### src/rtl/cbt_pkg.sv
package cbt_pkg;
    typedef enum logic [1:0] {
        SEG_SYNC = 2'd0,
        SEG_PH1  = 2'd1,
        SEG_PH2  = 2'd2
    } seg_e;

    localparam int SEG1_MIN_CODE       = 3;
    localparam int SEG1_MIN_SHORT_CODE = 4;
    localparam int SEG2_SHORT_CODE     = 1;
endpackage

### src/rtl/cbt_legal.sv
module cbt_legal #(
    parameter int PRE_W = 6,
    parameter int T1_W  = 4,
    parameter int T2_W  = 3
) (
    input  logic [PRE_W-1:0] pre,
    input  logic [T1_W-1:0]  t1,
    input  logic [T2_W-1:0]  t2,
    output logic             bad
);
    import cbt_pkg::*;

    always_comb begin
        bad = 1'b0;
        if (int'(t1) < SEG1_MIN_CODE) begin
            bad = 1'b1;
        end else if (t2 == '0) begin
            bad = 1'b1;
        end else if (int'(t2) == SEG2_SHORT_CODE) begin
            bad = (int'(t1) < SEG1_MIN_SHORT_CODE) || (pre == '0);
        end else begin
            bad = !(int'(t1) > int'(t2));
        end
    end
endmodule

### src/rtl/cbt_prescaler.sv
module cbt_prescaler #(
    parameter int PRE_W = 6
) (
    input  logic             clk,
    input  logic             rst_n,
    input  logic             run,
    input  logic [PRE_W-1:0] pre,
    output logic             tick
);
    localparam int CNT_W = PRE_W + 1;

    typedef struct packed {
        logic [CNT_W-1:0] cnt;
    } pre_st_t;

    pre_st_t          st_d, st_q;
    logic [CNT_W-1:0] last;

    always_comb begin
        last = {pre, 1'b1};
        st_d = st_q;
        tick = 1'b0;
        if (!run) begin
            st_d.cnt = '0;
        end else if (st_q.cnt == last) begin
            st_d.cnt = '0;
            tick     = 1'b1;
        end else begin
            st_d.cnt = st_q.cnt + 1'b1;
        end
    end

    always_ff @(posedge clk or negedge rst_n) begin
        if (!rst_n) st_q <= '0;
        else        st_q <= st_d;
    end
endmodule

### src/rtl/cbt_segseq.sv
module cbt_segseq #(
    parameter int T1_W = 4,
    parameter int T2_W = 3
) (
    input  logic            clk,
    input  logic            rst_n,
    input  logic            run,
    input  logic            tick,
    input  logic [T1_W-1:0] t1,
    input  logic [T2_W-1:0] t2,
    output logic            bit_start,
    output logic            sample_pt,
    output logic [1:0]      seg
);
    import cbt_pkg::*;

    localparam int QW = (T1_W > T2_W) ? T1_W : T2_W;

    typedef struct packed {
        seg_e          seg;
        logic [QW-1:0] q;
    } seq_st_t;

    seq_st_t       st_d, st_q;
    logic [QW-1:0] t1_x, t2_x;

    always_comb begin
        t1_x      = QW'(t1);
        t2_x      = QW'(t2);
        st_d      = st_q;
        bit_start = 1'b0;
        sample_pt = 1'b0;
        if (!run) begin
            st_d.seg = SEG_SYNC;
            st_d.q   = '0;
        end else if (tick) begin
            unique case (st_q.seg)
                SEG_SYNC: begin
                    bit_start = 1'b1;
                    st_d.seg  = SEG_PH1;
                    st_d.q    = '0;
                end
                SEG_PH1: begin
                    if (st_q.q == t1_x) begin
                        sample_pt = 1'b1;
                        st_d.seg  = SEG_PH2;
                        st_d.q    = '0;
                    end else begin
                        st_d.q = st_q.q + 1'b1;
                    end
                end
                SEG_PH2: begin
                    if (st_q.q == t2_x) begin
                        st_d.seg = SEG_SYNC;
                        st_d.q   = '0;
                    end else begin
                        st_d.q = st_q.q + 1'b1;
                    end
                end
                default: begin
                    st_d.seg = SEG_SYNC;
                    st_d.q   = '0;
                end
            endcase
        end
        seg = st_q.seg;
    end

    always_ff @(posedge clk or negedge rst_n) begin
        if (!rst_n) begin
            st_q.seg <= SEG_SYNC;
            st_q.q   <= '0;
        end else begin
            st_q <= st_d;
        end
    end
endmodule

### src/rtl/can_bit_timer.sv
module can_bit_timer #(
    parameter int PRE_W = 6,
    parameter int T1_W  = 4,
    parameter int T2_W  = 3
) (
    input  logic             clk,
    input  logic             rst_n,
    input  logic             enable,
    input  logic [PRE_W-1:0] prescale,
    input  logic [T1_W-1:0]  seg1_len,
    input  logic [T2_W-1:0]  seg2_len,
    output logic             tq_tick,
    output logic             bit_start,
    output logic             sample_pt,
    output logic [1:0]       segment,
    output logic             cfg_err
);
    typedef struct packed {
        logic [PRE_W-1:0] pre;
        logic [T1_W-1:0]  t1;
        logic [T2_W-1:0]  t2;
    } cfg_t;

    cfg_t cfg_d, cfg_q;
    logic bad;
    logic run;
    logic tick_int;

    always_comb begin
        cfg_d = cfg_q;
        if (!enable) begin
            cfg_d.pre = prescale;
            cfg_d.t1  = seg1_len;
            cfg_d.t2  = seg2_len;
        end
    end

    always_ff @(posedge clk or negedge rst_n) begin
        if (!rst_n) cfg_q <= '0;
        else        cfg_q <= cfg_d;
    end

    cbt_legal #(.PRE_W(PRE_W), .T1_W(T1_W), .T2_W(T2_W)) u_legal (
        .pre (cfg_q.pre),
        .t1  (cfg_q.t1),
        .t2  (cfg_q.t2),
        .bad (bad)
    );

    assign run = enable && !bad;

    cbt_prescaler #(.PRE_W(PRE_W)) u_pre (
        .clk   (clk),
        .rst_n (rst_n),
        .run   (run),
        .pre   (cfg_q.pre),
        .tick  (tick_int)
    );

    cbt_segseq #(.T1_W(T1_W), .T2_W(T2_W)) u_seq (
        .clk       (clk),
        .rst_n     (rst_n),
        .run       (run),
        .tick      (tick_int),
        .t1        (cfg_q.t1),
        .t2        (cfg_q.t2),
        .bit_start (bit_start),
        .sample_pt (sample_pt),
        .seg       (segment)
    );

    assign tq_tick = tick_int;
    assign cfg_err = bad;
endmodule

### config.mk
export PLATFORM = sky130hd
export DESIGN_NAME = can_bit_timer
export DESIGN_NICKNAME = d
export VERILOG_FILES = /design/src/rtl/cbt_pkg.sv /design/src/rtl/cbt_legal.sv /design/src/rtl/cbt_prescaler.sv /design/src/rtl/cbt_segseq.sv /design/src/rtl/can_bit_timer.sv
export SDC_FILE = /design/constraint.sdc
export NUM_CORES = 1
export LEC_CHECK = 0
export CAP_MARGIN = 20
export CORE_ASPECT_RATIO = 1.1
export CORE_MARGIN = 2
export CORE_UTILIZATION = 35
export CTS_BUF_LIST = sky130_fd_sc_hd__clkbuf_8
export DETAILED_ROUTE_END_ITERATION = 12
export GPL_TIMING_DRIVEN = 0
export PLACE_DENSITY = 0.67
export SLEW_MARGIN = 20
export SYNTH_ARGS = -nofsm -noshare
export SYNTH_HDL_FRONTEND = slang
export SYNTH_SLANG_ARGS = --single-unit
### constraint.sdc
create_clock -name clk -period 3.9 [get_ports clk]
set_input_delay 0.39 -clock clk [delete_from_list [all_inputs] [get_ports clk]]
set_output_delay 0.39 -clock clk [all_outputs]
set_load 0.05 [all_outputs]
==> metrics.csv <==
metric;value;unit
crit-path leading delay family;buffers and inverters;
CP arrival;2.92;ns
CP peak stage delay;0.85;ns
post-synthesis mux area share;0.103;
first drt pass iteration count;4;
H-Tree Depth;1;
simple-gate share of the synthesized area;0.174;
GRT Residual Overflow;0;
post-DR vias/cell;5.08;
mapped cell area;1420;sq um
Final Hold Vio Count;0;
Placed Instance Area;1690;sq um
clock transition at the registers of the reported paths;0.10;ns
core region area;3930;sq um
Mapped Avg Cell Area;10.8;sq um
Initial Util;0.362;
Peak VDD IR;0.135;mV
Post-CTS Setup Bufs;0;
fin nets;179;
Final ANT Viol Nets;0;
CTS tree;yes;
vias in the first global route;1062;
Longest Clk Path Bufs;2;
Worst R2R Setup Slack;1.93;ns
Final Setup Violations;0;
CTS Buf Count;3;
YS warnings;0;
via count;1061;
Port Buffers;21;
crit path launch type;flip-flop;
gpl congestion;0.777;
Worst setup EP type;primary output;
Die W;64.8;microns
Layout Cell Area excl Fill;1760;sq um
Buf/Inv on CP;2;
Peak Freq;303;MHz
IO Pins;22;
largest family of logic cells by synthesized area;simple AND/OR/NAND/NOR gates;
most frequent cell on the critical path;o21ai_0;
gr usage total;0.134;
status;finished clean;
Root Driver;clkbuf_8;
Synth Area in XOR/XNOR;0.111;
Tcrit/Tclk final;0.847;
worst min path class;in -> async;
fin worst setup slack;0.595;ns
first-pass GRT wire length;4790;microns
Data required, critical path;3.51;ns
register area share after synthesis;0.457;
die area;4590;sq um
Max Cap Viol;0;
compound-cell area share of the yosys netlist;0.0756;
diode count;0;
Post-Synthesis Cells;132;
Power Density;363;nW/um^2
Post-CTS Hold Fix Bufs;0;
final WL;2780;microns
worst-margin pin slew;0.673;ns
Reg-to-Reg Start;cfg_q[1]$_DFFE_PN0N_;
Crit Path Class;reg -> out;
post-synthesis adder-cell area fraction;0.0440;
per-cell routed wire length;13.3;microns
Final min period;3.31;ns
max-slew violations;0;
Post-CTS Resized;0;
Syn Nets;153;
Fin Setup TNS;0;ns
post-DP HPWL;2110;microns
initial antenna violation count;0;
worst skew pair latency;0.27;ns
largest net degree at the start of global routing;27;
RSZ-0062 raised after global routing;no;
Critical-path top delay cell;clkdlybuf4s50_1;
Post-route DRC;0;
worst path cell trace;inv_1 > ha_1 > nand3_1 > o21ai_0 > o21ai_0 > nand3_2 > nor4_1 > clkdlybuf4s50_1;
skew final;0.00524;ns
worst-path maximum fanout;5;
Final Total Pwr;0.641;mW
end of the worst register-to-register path;u_pre.st_q[4]$_DFF_PN0_;
Clock Sinks;26;
FP Rows;24;
Synth-to-Final Area Change;24.0;%
Reg2Reg Depth;8;
Rel. slew slack;0.550;
Setup WS pre-CTS;0.873;ns
worst hold slack;0.104;ns
Iteration-0 DRC Markers;26;
fraction of final layout cells sized beyond drive strength 1;0.172;
Synth Register Bits;26;
unique cell type count in the Yosys netlist;35;
Die Y;70.9;microns
Pleak;0.740;nW
[flip-flops by register name (all words and copies together), names as in the netlist]
register    count
u_seq.st_q      4
u_seq.seg       2
u_pre.st_q      7
cfg_q          13
[metal layers]
metal  global-route usage  wire (microns)
met3               0.0175              84
met2                0.229            1390
met5                    0               0
met4               0.0544              33
met1                0.171            1280
[worst max-delay path by stage]
| stage | cells past startpoint | slack, ns | end | startpoint |
|---|---|---|---|---|
| 6_report | 8 | 0.59 | bit_start | cfg_q[1]$_DFFE_PN0N_ |
| 5_1_grt | 8 | 0.44 | sample_pt | cfg_q[1]$_DFFE_PN0N_ |
| 4_1_cts | 8 | 0.58 | sample_pt | cfg_q[1]$_DFFE_PN0N_ |
| 3_5_place_dp | 8 | 0.87 | sample_pt | cfg_q[1]$_DFFE_PN0N_ |
| 3_3_place_gp | 8 | 0.92 | sample_pt | cfg_q[1]$_DFFE_PN0N_ |
| 2_1_floorplan | 7 | 0.65 | sample_pt | cfg_q[1]$_DFFE_PN0N_ |
[through the flow]
stage | utilization | instances
6_report | 0.448 | 209
5_1_grt | 0.448 | 209
4_1_cts | 0.448 | 209
3_5_place_dp | 0.430 | 205
3_3_place_gp | 0.432 | 205
2_1_floorplan | - | 132
[cell type report]
type / instances / area, sq um
timing repair buffer: 21 / 205
multi-input combinational: 97 / 722
tap: 52 / 65.1
clock inverter: 1 / 30.0
fill: 364 / 2170
inverter: 4 / 15.0
clock buffer: 3 / 41.3
buffer: 5 / 35.0
sequential: 26 / 651
[worst register-to-register path, stage by stage (launching register included)]
cell and delay [ns]:
dfrtp_1 0.42, inv_1 0.07, ha_1 0.30, nand3_1 0.08, o21ai_0 0.07, o21ai_0 0.33
nand3_2 0.22, buf_6 0.20, nor3_1 0.19
[where the power goes]
group / internal (mW) / switching (mW)
clock network: 0.137 / 0.0879
registers: 0.286 / 0.0205
logic: 0.0559 / 0.0535
total: 0.479 / 0.162
[synth_stat cells, drive strengths merged]
master / instances / area share
a21oi: 4 / 0.014
nor3: 6 / 0.025
nor4: 3 / 0.013
or2: 1 / 0.0044
xor2: 11 / 0.068
dfrtp: 26 / 0.46
or4: 1 / 0.0053
nand4b: 1 / 0.0062
nor2b: 1 / 0.0044
nand2b: 1 / 0.0044
nor2: 7 / 0.018
xnor2: 7 / 0.043
mux2: 13 / 0.10
nand3: 12 / 0.046
nand4: 1 / 0.0044
buf: 4 / 0.022
a211oi: 2 / 0.011
o211a: 1 / 0.0070
o21ai: 4 / 0.014
o22ai: 1 / 0.0088
o41ai: 1 / 0.0062
clkbuf: 1 / 0.0026
nand2: 6 / 0.016
inv: 4 / 0.011
and3: 3 / 0.017
a2111oi: 1 / 0.0062
nand3b: 2 / 0.011
ha: 5 / 0.044
a31oi: 2 / 0.0088
[layout by cell type, fill, tap and decap left out, types with 3 or more instances in the layout]
cell type        count
xnor2_1              7
ha_1                 5
nor2_1               7
clkbuf_8             3
nand2_1              6
clkdlybuf4s50_1     20
dfrtp_1             26
nor4_1               3
a21oi_1              4
nor3_1               5
inv_1                4
mux2_2              13
nand3_1             11
xor2_1              11
o21ai_0              3
[kinds of logic after synthesis]
kind of cell,after synthesis
AND/OR/NAND/NOR,45
multiplexers,13
flip-flops,26
XOR/XNOR,18
buffers and inverters,9
AO/OA/AOI/OAI,16
adder cells (fa/ha/maj),5
Note: power is estimated with default switching activity, not from simulation.
